File: config.mk
export PLATFORM = sky130hd
export DESIGN_NAME = txring_engine
export DESIGN_NICKNAME = d
export VERILOG_FILES = /design/src/rtl/txring_pkg.sv /design/src/rtl/txr_regs.sv /design/src/rtl/txr_fsm.sv /design/src/rtl/txring_engine.sv
export SDC_FILE = /design/constraint.sdc
export NUM_CORES = 1
export LEC_CHECK = 0
export BUFFER_PORTS_ARGS = -buffer_cell sky130_fd_sc_hd__clkbuf_2
export CORE_ASPECT_RATIO = 0.6
export CORE_MARGIN = 2
export CORE_UTILIZATION = 54
export CTS_CLUSTER_DIAMETER = 120
export DETAILED_ROUTE_END_ITERATION = 16
export GPL_TIMING_DRIVEN = 1
export PLACE_DENSITY = 0.87
export SYNTH_ARGS = -nofsm -noshare
export SYNTH_HDL_FRONTEND = slang
export SYNTH_SLANG_ARGS = --single-unit
File: constraint.sdc
create_clock -name clk -period 4.9 [get_ports clk]
set_input_delay 0.98 -clock clk [delete_from_list [all_inputs] [get_ports clk]]
set_output_delay 0.98 -clock clk [all_outputs]
set_load 0.02 [all_outputs]
File: src/rtl/txring_pkg.sv
package txring_pkg;

    typedef enum logic [2:0] {
        S_HALT,
        S_RDHDR,
        S_CAPHDR,
        S_RDPTR,
        S_CAPPTR,
        S_SEND,
        S_WBACK,
        S_STOP
    } txr_state_e;

    // status word bit positions (software and engine agree on these)
    localparam int F_READY = 15;
    localparam int F_WRAP  = 13;
    localparam int F_INTR  = 12;
    localparam int F_LAST  = 11;
    localparam int F_CRC   = 10;
    localparam int F_UNDR  = 1;

    // register addresses
    localparam logic [2:0] RA_BASE = 3'd0;
    localparam logic [2:0] RA_CTRL = 3'd1;
    localparam logic [2:0] RA_CMD  = 3'd2;
    localparam logic [2:0] RA_EVT  = 3'd3;
    localparam logic [2:0] RA_MASK = 3'd4;

    // event bits
    localparam int EV_FRAME = 0;
    localparam int EV_STOP  = 1;
    localparam int EV_HALT  = 2;
    localparam int EV_W     = 3;

endpackage

File: src/rtl/txr_regs.sv
module txr_regs
    import txring_pkg::*;
#(
    parameter int AW    = 32,
    parameter int IDX_W = 8
) (
    input  logic             clk,
    input  logic             rst_n,
    input  logic             reg_we,
    input  logic [2:0]       reg_addr,
    input  logic [AW-1:0]    reg_wdata,
    output logic [AW-1:0]    reg_rdata,
    input  logic [EV_W-1:0]  ev_set,
    input  logic             halted,
    input  logic             stopped,
    input  logic [IDX_W-1:0] idx,
    output logic [AW-1:0]    base_addr,
    output logic             stop_req,
    output logic             clr_halt,
    output logic             base_wr,
    output logic [EV_W-1:0]  ev_q,
    output logic             irq
);

    localparam int ALIGN = 3;

    logic [AW-1:0]   base_q;
    logic            stop_q;
    logic [EV_W-1:0] mask_q;
    logic [EV_W-1:0] ev_r;
    logic [EV_W-1:0] w1c;

    assign base_wr  = reg_we && (reg_addr == RA_BASE);
    assign clr_halt = reg_we && (reg_addr == RA_CMD) && reg_wdata[0];
    assign w1c      = (reg_we && (reg_addr == RA_EVT)) ? reg_wdata[EV_W-1:0] : '0;

    always_ff @(posedge clk or negedge rst_n) begin
        if (!rst_n) begin
            base_q <= '0;
            stop_q <= 1'b0;
            mask_q <= '0;
            ev_r   <= '0;
        end else begin
            if (base_wr)
                base_q <= {reg_wdata[AW-1:ALIGN], {ALIGN{1'b0}}};
            if (reg_we && (reg_addr == RA_CTRL))
                stop_q <= reg_wdata[0];
            if (reg_we && (reg_addr == RA_MASK))
                mask_q <= reg_wdata[EV_W-1:0];
            ev_r <= (ev_r & ~w1c) | ev_set;
        end
    end

    always_comb begin
        reg_rdata = '0;
        unique case (reg_addr)
            RA_BASE: reg_rdata = base_q;
            RA_CTRL: reg_rdata[0] = stop_q;
            RA_CMD: begin
                reg_rdata[0]           = halted;
                reg_rdata[1]           = stopped;
                reg_rdata[16 +: IDX_W] = idx;
            end
            RA_EVT:  reg_rdata[EV_W-1:0] = ev_r;
            RA_MASK: reg_rdata[EV_W-1:0] = mask_q;
            default: reg_rdata = '0;
        endcase
    end

    assign base_addr = base_q;
    assign stop_req  = stop_q;
    assign ev_q      = ev_r;
    assign irq       = |(ev_r & mask_q);

endmodule

File: src/rtl/txr_fsm.sv
module txr_fsm
    import txring_pkg::*;
#(
    parameter int AW    = 32,
    parameter int IDX_W = 8,
    parameter int LEN_W = 16
) (
    input  logic             clk,
    input  logic             rst_n,
    input  logic [AW-1:0]    base_addr,
    input  logic             clr_halt,
    input  logic             base_wr,
    input  logic             stop_req,
    output logic             mem_rd,
    output logic             mem_wr,
    output logic [AW-1:0]    mem_addr,
    output logic [AW-1:0]    mem_wdata,
    input  logic [AW-1:0]    mem_rdata,
    output logic             snd_req,
    output logic [AW-1:0]    snd_ptr,
    output logic [LEN_W-1:0] snd_len,
    output logic             snd_last,
    output logic             snd_crc,
    input  logic             snd_done,
    input  logic             snd_underrun,
    output logic [EV_W-1:0]  ev_set,
    output logic             halted,
    output logic             stopped,
    output logic [IDX_W-1:0] idx
);

    localparam int ST_W      = AW - LEN_W;
    localparam int DESC_SH   = 3;
    localparam int PTR_OFS   = 4;

    txr_state_e state, nxt;

    logic [ST_W-1:0]  st_q;
    logic [LEN_W-1:0] len_q;
    logic [AW-1:0]    ptr_q;
    logic             und_q;
    logic [IDX_W-1:0] idx_q;
    logic [AW-1:0]    desc_addr;
    logic [ST_W-1:0]  st_wb;
    logic             hdr_ready;

    assign desc_addr = base_addr + AW'({idx_q, {DESC_SH{1'b0}}});
    assign hdr_ready = mem_rdata[LEN_W + F_READY];

    always_comb begin
        st_wb          = st_q;
        st_wb[F_READY] = 1'b0;
        st_wb[F_UNDR]  = st_q[F_UNDR] | und_q;
    end

    // state register
    always_ff @(posedge clk or negedge rst_n) begin
        if (!rst_n) state <= S_HALT;
        else        state <= nxt;
    end

    // next state
    always_comb begin
        nxt = state;
        unique case (state)
            S_HALT:   if (stop_req) nxt = S_STOP;
                      else if (clr_halt) nxt = S_RDHDR;
            S_RDHDR:  nxt = stop_req ? S_STOP : S_CAPHDR;
            S_CAPHDR: nxt = hdr_ready ? S_RDPTR : S_HALT;
            S_RDPTR:  nxt = S_CAPPTR;
            S_CAPPTR: nxt = S_SEND;
            S_SEND:   if (snd_done) nxt = S_WBACK;
            S_WBACK:  nxt = stop_req ? S_STOP : S_RDHDR;
            S_STOP:   if (!stop_req) nxt = S_HALT;
            default:  nxt = S_HALT;
        endcase
    end

    // outputs
    always_comb begin
        mem_rd    = 1'b0;
        mem_wr    = 1'b0;
        mem_addr  = desc_addr;
        mem_wdata = {st_wb, len_q};
        snd_req   = 1'b0;
        ev_set    = '0;
        unique case (state)
            S_HALT:   ev_set[EV_STOP] = stop_req;
            S_RDHDR:  begin
                mem_rd          = !stop_req;
                ev_set[EV_STOP] = stop_req;
            end
            S_CAPHDR: ev_set[EV_HALT] = !hdr_ready;
            S_RDPTR:  begin
                mem_rd   = 1'b1;
                mem_addr = desc_addr + AW'(PTR_OFS);
            end
            S_CAPPTR: ;
            S_SEND:   snd_req = 1'b1;
            S_WBACK:  begin
                mem_wr           = 1'b1;
                ev_set[EV_FRAME] = st_q[F_INTR];
                ev_set[EV_STOP]  = stop_req;
            end
            S_STOP:   ;
            default:  ;
        endcase
    end

    // descriptor datapath and ring index
    always_ff @(posedge clk or negedge rst_n) begin
        if (!rst_n) begin
            st_q  <= '0;
            len_q <= '0;
            ptr_q <= '0;
            und_q <= 1'b0;
            idx_q <= '0;
        end else begin
            if (state == S_CAPHDR && hdr_ready) begin
                st_q  <= mem_rdata[AW-1:LEN_W];
                len_q <= mem_rdata[LEN_W-1:0];
                und_q <= 1'b0;
            end
            if (state == S_CAPPTR)
                ptr_q <= mem_rdata;
            if (state == S_SEND && snd_done)
                und_q <= snd_underrun;
            if (base_wr)
                idx_q <= '0;
            else if (state == S_WBACK)
                idx_q <= st_q[F_WRAP] ? '0 : idx_q + 1'b1;
        end
    end

    assign snd_ptr  = ptr_q;
    assign snd_len  = len_q;
    assign snd_last = st_q[F_LAST];
    assign snd_crc  = st_q[F_CRC];
    assign halted   = (state == S_HALT);
    assign stopped  = (state == S_STOP);
    assign idx      = idx_q;

endmodule

File: src/rtl/txring_engine.sv
module txring_engine
    import txring_pkg::*;
#(
    parameter int AW    = 32,
    parameter int IDX_W = 8,
    parameter int LEN_W = 16
) (
    input  logic             clk,
    input  logic             rst_n,
    input  logic             reg_we,
    input  logic [2:0]       reg_addr,
    input  logic [AW-1:0]    reg_wdata,
    output logic [AW-1:0]    reg_rdata,
    output logic             mem_rd,
    output logic             mem_wr,
    output logic [AW-1:0]    mem_addr,
    output logic [AW-1:0]    mem_wdata,
    input  logic [AW-1:0]    mem_rdata,
    output logic             snd_req,
    output logic [AW-1:0]    snd_ptr,
    output logic [LEN_W-1:0] snd_len,
    output logic             snd_last,
    output logic             snd_crc,
    input  logic             snd_done,
    input  logic             snd_underrun,
    output logic             irq
);

    logic [AW-1:0]    base_addr;
    logic             stop_req;
    logic             clr_halt;
    logic             base_wr;
    logic [EV_W-1:0]  ev_set;
    logic [EV_W-1:0]  ev_q;
    logic             eng_halted;
    logic             eng_stopped;
    logic [IDX_W-1:0] eng_idx;

    txr_regs #(.AW(AW), .IDX_W(IDX_W)) u_regs (
        .clk       (clk),
        .rst_n     (rst_n),
        .reg_we    (reg_we),
        .reg_addr  (reg_addr),
        .reg_wdata (reg_wdata),
        .reg_rdata (reg_rdata),
        .ev_set    (ev_set),
        .halted    (eng_halted),
        .stopped   (eng_stopped),
        .idx       (eng_idx),
        .base_addr (base_addr),
        .stop_req  (stop_req),
        .clr_halt  (clr_halt),
        .base_wr   (base_wr),
        .ev_q      (ev_q),
        .irq       (irq)
    );

    txr_fsm #(.AW(AW), .IDX_W(IDX_W), .LEN_W(LEN_W)) u_fsm (
        .clk          (clk),
        .rst_n        (rst_n),
        .base_addr    (base_addr),
        .clr_halt     (clr_halt),
        .base_wr      (base_wr),
        .stop_req     (stop_req),
        .mem_rd       (mem_rd),
        .mem_wr       (mem_wr),
        .mem_addr     (mem_addr),
        .mem_wdata    (mem_wdata),
        .mem_rdata    (mem_rdata),
        .snd_req      (snd_req),
        .snd_ptr      (snd_ptr),
        .snd_len      (snd_len),
        .snd_last     (snd_last),
        .snd_crc      (snd_crc),
        .snd_done     (snd_done),
        .snd_underrun (snd_underrun),
        .ev_set       (ev_set),
        .halted       (eng_halted),
        .stopped      (eng_stopped),
        .idx          (eng_idx)
    );

endmodule

# Word level (Yosys, flattened, before mapping)
# Index checks and enable logic that the tools add are counted.
[word_totals]
word_cells = 76
out_inout_bits = 150
register_bits = 111
[classes]
n_addsub = 3
mux = 27
reduce_logical = 17
eq_ne = 14
bitwise = 5
[op_table]
columns = ["operator", "n"]
rows = [
  ["$add A32 B11 Y32", 1],
  ["$add A32 B3 Y32 const B", 1],
  ["$mux W32", 1],
  ["$mux W8", 4],
  ["$pmux W3 S8", 1],
  ["$mux W3", 7],
  ["$pmux W8 S2", 1],
  ["$eq A3 B3 Y1 const B", 5],
  ["$mux W13", 1],
  ["$eq A3 B2 Y1 const B", 4],
  ["$add A8 B1 Y8 const B", 1],
  ["$logic_and A1 B1 Y1", 8],
  ["$mux W1", 7],
  ["$and A3 B3 Y3", 2],
  ["$eq A3 B1 Y1 const B", 2],
  ["$logic_not A3 Y1", 2],
  ["$reduce_or A3 Y1", 2],
  ["$ne A2 B2 Y1 const B", 2],
  ["$pmux W1 S2", 2],
  ["$pmux W1 S4", 1],
  ["$reduce_bool A2 Y1", 2],
  ["$ne A3 B3 Y1 const B", 1],
  ["$not A3 Y3", 1],
  ["$or A3 B3 Y3", 1],
  ["other kinds (5)", 6],
]

# Logic depth before layout (Yosys ltp)
[logic_depth]
ltp_word = 6
mapped_depth = 8

# Hierarchy
# From an unflattened synthesis, not the netlist that was laid out.
[hier_totals]
cells_unflattened = 662
hier_area_um2 = 6940.4
[by_module_without_submodules]
columns = ["mod", "area_each_um2", "cells_each", "n_inst"]
rows = [
  ["txr_fsm", 5093.6, 513, 1],
  ["txr_regs", 1846.8, 149, 1],
]

# Worst setup path before layout
# OpenSTA, ideal clock, no wires.
[synth_path]
kind = "flip-flop to output port"
startpoint = "reg u_fsm.idx_q[0], in the netlist u_fsm.idx[0]"
endpoint = "out mem_addr[17]"
arrival_time_ps = 2374
t_required_ps = 3920
setup_slack_ps = 1546
path_stages_with_launch = 9
path_cell_list = "dfrtp_1 ha_1 fa_1 a211oi_1 o21ai_2 o2111a_1 buf_2 and3_2 xor2_1"
[synth_between]
elab_chain_len = 3
[synth_lines]
columns = ["element", "line_no", "rtl"]
rows = [
  ["start, declared", "txr_fsm.sv:42", "logic [IDX_W-1:0] idx_q;"],
  ["start signal, assigned", "txr_fsm.sv:131", "idx_q <= st_q[F_WRAP] ? '0 : idx_q + 1'b1;"],
  ["$add A32 B11 Y32 (*)", "txr_fsm.sv:47", "assign desc_addr = base_addr + AW'({idx_q, {DESC_SH{1'b0}}});"],
  ["$add A32 B3 Y32", "txr_fsm.sv:96", "mem_addr = desc_addr + AW'(PTR_OFS);"],
  ["$mux W32 (*)", "txr_fsm.sv:87", "unique case (state)"],
  ["end, declared", "txring_engine.sv:16", "output logic [AW-1:0] mem_addr,"],
]
# Every way passes the cells marked *; elsewhere a longest branch is shown, timed or not.

# Worst setup path after layout
# Ends and elaborated chain as after synthesis.

==> impl_metrics.prom <==
# TYPE chip_impl_metric gauge
chip_impl_info{name="post_synth_main_area_contributors",value="sky130_fd_sc_hd__dfrtp_1 47%, sky130_fd_sc_hd__mux2_2 18%, sky130_fd_sc_hd__buf_4 4.2%"} 1
chip_impl_info{name="synth_common_cells",value="111 x sky130_fd_sc_hd__dfrtp_1, 95 x sky130_fd_sc_hd__mux2_2, 33 x sky130_fd_sc_hd__buf_4, 33 x sky130_fd_sc_hd__nand2_1, 33 x sky130_fd_sc_hd__nor2_1"} 1
chip_impl_metric{name="timing_worst_slew_pin_value",unit="ns"} 1.07
chip_impl_info{name="result_of_the_run",value="finished clean"} 1
chip_impl_metric{name="synthXorXnorAreaFrac",unit=""} 0.0387
chip_impl_metric{name="chipWidth",unit="um"} 139
chip_impl_metric{name="worstSkewPairLatency",unit="ns"} 0.35
chip_impl_metric{name="row_count",unit=""} 29
chip_impl_metric{name="p_per_area",unit="nW/um2"} 617
chip_impl_metric{name="syn_inst",unit=""} 524
chip_impl_metric{name="synth.mux.area_fraction",unit=""} 0.197
chip_impl_metric{name="hpwl",unit="um"} 11300
chip_impl_info{name="cts_tree",value="built"} 1
chip_impl_metric{name="synthSimpleGateAreaFrac",unit=""} 0.125
chip_impl_metric{name="first_global_vias",unit=""} 4631
chip_impl_metric{name="r2r_cells",unit=""} 5
chip_impl_metric{name="timing.critical_path.required",unit="ns"} 3.92
chip_impl_info{name="hold_path_class",value="flip-flop to flip-flop"} 1
chip_impl_metric{name="routabilityCongestion",unit=""} 0.922
chip_impl_metric{name="ff_latch_area",unit="um2"} 2780
chip_impl_metric{name="mappedNetlistArea",unit="um2"} 5880
chip_impl_info{name="cts_root_buffer",value="sky130_fd_sc_hd__clkbuf_16"} 1
chip_impl_metric{name="final.setup_skew",unit="ns"} 0.00916
chip_impl_metric{name="final-hold-violation-count",unit=""} 0
chip_impl_metric{name="coreArea",unit="um2"} 10600
chip_impl_metric{name="yosys_warnings",unit=""} 0
chip_impl_metric{name="cts-root-to-sink-buffers",unit=""} 2
chip_impl_metric{name="achievable-frequency",unit="MHz"} 252
chip_impl_metric{name="syn_to_final_growth",unit="%"} 21.4
chip_impl_metric{name="worstPathArrival",unit="ns"} 2.98
chip_impl_metric{name="fraction_of_met2_tracks_used_by_global_routing",unit=""} 0.417
chip_impl_metric{name="netlist.area_leader.share",unit=""} 0.472
chip_impl_metric{name="post-cts-setup-buffers",unit=""} 0
chip_impl_metric{name="async_reset_ff_frac",unit=""} 1.00
chip_impl_metric{name="post_drt_via_cell_ratio",unit=""} 5.61
chip_impl_info{name="cp-end-kind",value="output port"} 1
chip_impl_metric{name="synth.avg_cell_area",unit="um2"} 11.2
chip_impl_metric{name="grt_util_all_layers",unit=""} 0.254
chip_impl_metric{name="area_of_combinational_cells_with_multiple_inputs",unit="um2"} 2720
chip_impl_metric{name="die_y",unit="um"} 84.9
chip_impl_metric{name="antenna_found_initial",unit=""} 0
chip_impl_metric{name="n_fill_cell",unit=""} 824
chip_impl_metric{name="static-leakage-power",unit="nW"} 3.49
chip_impl_info{name="ys.flop_type",value="sky130_fd_sc_hd__dfrtp_1"} 1
chip_impl_metric{name="timing.max_slew.rel_slack",unit=""} 0.287
chip_impl_metric{name="final_net_count",unit=""} 785
chip_impl_metric{name="finalWorstPathRequiredPeriod",unit="ns"} 3.96
chip_impl_metric{name="timing.final.crit_share",unit=""} 0.809
chip_impl_metric{name="seq_area_frac_synth",unit=""} 0.472
chip_impl_metric{name="grt_pass1_wl",unit="um"} 23900
chip_impl_metric{name="detail-route-antenna-nets",unit=""} 0
chip_impl_metric{name="fin_setup_tns",unit="ns"} 0
chip_impl_info{name="critical_path.startpoint_type",value="flip-flop"} 1
chip_impl_info{name="regToRegStartpoint",value="u_fsm.state[1]"} 1
chip_impl_metric{name="avgRoutedWirePerCell",unit="um"} 17.6
chip_impl_metric{name="power.total",unit="mW"} 4.40
chip_impl_metric{name="clkSlewWorstSetupHoldPaths",unit="ns"} 0.07
chip_impl_metric{name="first_iter_violations",unit=""} 346
chip_impl_metric{name="cts_max_level",unit=""} 3
chip_impl_info{name="critPathCapture",value="mem_addr[17]"} 1
chip_impl_metric{name="final-max-slew-violation-count",unit=""} 0
chip_impl_metric{name="cts_resized",unit=""} 0
chip_impl_metric{name="global_route.usage.met3",unit=""} 0.0547
chip_impl_metric{name="grt_max_degree",unit=""} 87
chip_impl_metric{name="ant_diodes",unit=""} 0
chip_impl_info{name="gr-max-usage-layer",value="met2"} 1
chip_impl_info{name="rr_endpoint",value="u_fsm.idx[5]"} 1
chip_impl_metric{name="synth_edf_count",unit=""} 0
chip_impl_metric{name="vias",unit=""} 4750
chip_impl_metric{name="grt-ovfl-total",unit=""} 0
chip_impl_metric{name="synth-compound-area-share",unit=""} 0.0757
chip_impl_info{name="synth_most_common_cell",value="sky130_fd_sc_hd__dfrtp_1"} 1
chip_impl_info{name="timing.critical_path.from",value="u_fsm.idx[0]"} 1
chip_impl_metric{name="synth.distinct_cells",unit=""} 52
chip_impl_metric{name="ctsHoldBuffers",unit=""} 0
chip_impl_metric{name="vdd.ir_drop.worst",unit="V"} 0.000400
chip_impl_metric{name="post_route_cells_drive_above_1_share",unit=""} 0.492
chip_impl_metric{name="drv_cap",unit=""} 0
chip_impl_metric{name="wl",unit="um"} 14900
chip_impl_metric{name="critical_path_peak_fanout",unit=""} 8
chip_impl_info{name="grt_setup_unrepaired",value="no"} 1
chip_impl_metric{name="first_pass_iters",unit=""} 5
chip_impl_metric{name="numPortBuffers",unit=""} 218
chip_impl_metric{name="setup_viol",unit=""} 0
chip_impl_info{name="critPathKind",value="flip-flop to output port"} 1
chip_impl_metric{name="sinks_on_the_clock_net",unit=""} 111
chip_impl_metric{name="initial_utilization",unit=""} 0.555
chip_impl_metric{name="synth_fa_ha_area_frac",unit=""} 0.0225
chip_impl_info{name="synthDominantAreaCellType",value="sky130_fd_sc_hd__dfrtp_1"} 1
chip_impl_metric{name="io-pin-count",unit=""} 222
chip_impl_info{name="main_combinational_cell_family_by_area_after_synthesis",value="multiplexers"} 1
chip_impl_metric{name="reg2reg_setup_slack",unit="ns"} 2.94
chip_impl_metric{name="residual_drc",unit=""} 0
chip_impl_metric{name="grt_use_met1",unit=""} 0.352
chip_impl_metric{name="synth-seq-cells",unit=""} 111
chip_impl_metric{name="cts_inserted_buffers",unit=""} 9
chip_impl_metric{name="die_area",unit="um2"} 11800
==> metrics by stage <==
stage	hold WS [ns]	worst slack (ns)	instance area [um2]	util	std cells
CTS	0.508	0.965	7140	0.674	847
global placement	0.483	1.47	6840	0.646	831
detailed placement	0.492	1.35	6840	0.646	831
finish	0.505	0.938	7140	0.674	847
global route	0.530	0.755	7140	0.674	847
floorplan	0.468	1.55	5890	-	526
==> flip-flops by register name, indices dropped and copies added (netlist names) <==
| register | flops |
|---|---|
| u_regs.base_addr | 29 |
| u_regs.mask_q | 3 |
| u_fsm.und_q | 1 |
| u_fsm.st_q | 15 |
| u_regs.stop_req | 1 |
| u_regs.ev_q | 3 |
| u_fsm.snd_len | 16 |
| u_fsm.idx | 8 |
| u_fsm.snd_ptr | 32 |
| u_fsm.state | 3 |
==> worst min path at each step <==
stage / from / end / depth (start not counted)
floorplan: u_regs.ev_q[2] / u_regs.ev_q[2] / 2
global placement: u_fsm.st_q[1] / u_fsm.st_q[1] / 1
detailed placement: u_fsm.st_q[1] / u_fsm.st_q[1] / 1
CTS: u_fsm.st_q[1] / u_fsm.st_q[1] / 1
global route: u_fsm.st_q[1] / u_fsm.st_q[1] / 1
finish: u_fsm.st_q[1] / u_fsm.st_q[1] / 1
==> layout make-up <==
class,count,area share
Sequential cell,111,0.389
Multi-Input combinational cell,348,0.381
Timing Repair Buffer,223,0.158
Clock buffer,10,0.0335
Tap cell,139,0.0243
Clock inverter,6,0.00858
Inverter,10,0.00525
==> cell usage in the layout (no fill, tap or decap), types with 4 or more instances in the layout <==
cell / synthesis / final
sky130_fd_sc_hd__ha_1: 9 / 9
sky130_fd_sc_hd__buf_4: 33 / 6
sky130_fd_sc_hd__clkbuf_2: 1 / 217
sky130_fd_sc_hd__nand2b_1: 7 / 7
sky130_fd_sc_hd__xnor2_1: 12 / 12
sky130_fd_sc_hd__nand4_1: 6 / 6
sky130_fd_sc_hd__nand2_1: 33 / 33
sky130_fd_sc_hd__mux2i_1: 9 / 9
sky130_fd_sc_hd__mux2_2: 95 / 95
sky130_fd_sc_hd__nor2_1: 33 / 31
sky130_fd_sc_hd__nor3b_1: 4 / 4
sky130_fd_sc_hd__dfrtp_1: 111 / 111
sky130_fd_sc_hd__and2_1: 20 / 20
sky130_fd_sc_hd__xor2_1: 14 / 14
sky130_fd_sc_hd__a211oi_1: 8 / 8
sky130_fd_sc_hd__nand3_1: 11 / 11
sky130_fd_sc_hd__a21oi_1: 18 / 18
sky130_fd_sc_hd__inv_1: 10 / 10
sky130_fd_sc_hd__o21ai_0: 20 / 20
sky130_fd_sc_hd__and3_1: 5 / 5
sky130_fd_sc_hd__clkbuf_16: 0 / 9
sky130_fd_sc_hd__nor3_1: 5 / 5
==> power breakdown <==
group          switching (mW)  internal (mW)  leakage (nW)  total [mW]
registers               0.360           1.28          1.33        1.64
clock network           0.356          0.373         0.145       0.729
logic                    1.21          0.817          2.01        2.03
total                    1.93           2.48          3.49        4.40
==> kinds of logic (layout without fill, tap and decap cells) <==
group / count (synthesis) / in the layout
other: 1 / 3
multiplexers: 104 / 104
AND/OR/NAND/NOR: 139 / 139
adder cells (fa/ha/maj): 10 / 10
XOR/XNOR: 26 / 26
AO/OA/AOI/OAI: 66 / 66
flip-flops: 111 / 111
buffers and inverters: 67 / 249
==> per-layer routing <==
metal | up-vias | wire length, um
met5 | - | 0
met4 | 0 | 273
met3 | 30 | 898
met2 | 210 | 7230
met1 | 2361 | 6540
li1 | 2149 | -
==> critical path, stage by stage (launching register included) <==
cell	delay, ns
sky130_fd_sc_hd__dfrtp_1	0.44
sky130_fd_sc_hd__ha_1	0.24
sky130_fd_sc_hd__fa_1	0.45
sky130_fd_sc_hd__a211oi_1	0.37
sky130_fd_sc_hd__o21ai_2	0.17
sky130_fd_sc_hd__o2111a_1	0.37
sky130_fd_sc_hd__and3_2	0.26
sky130_fd_sc_hd__xor2_1	0.15
sky130_fd_sc_hd__clkbuf_2	0.20
(Power assumes the default switching activity.)
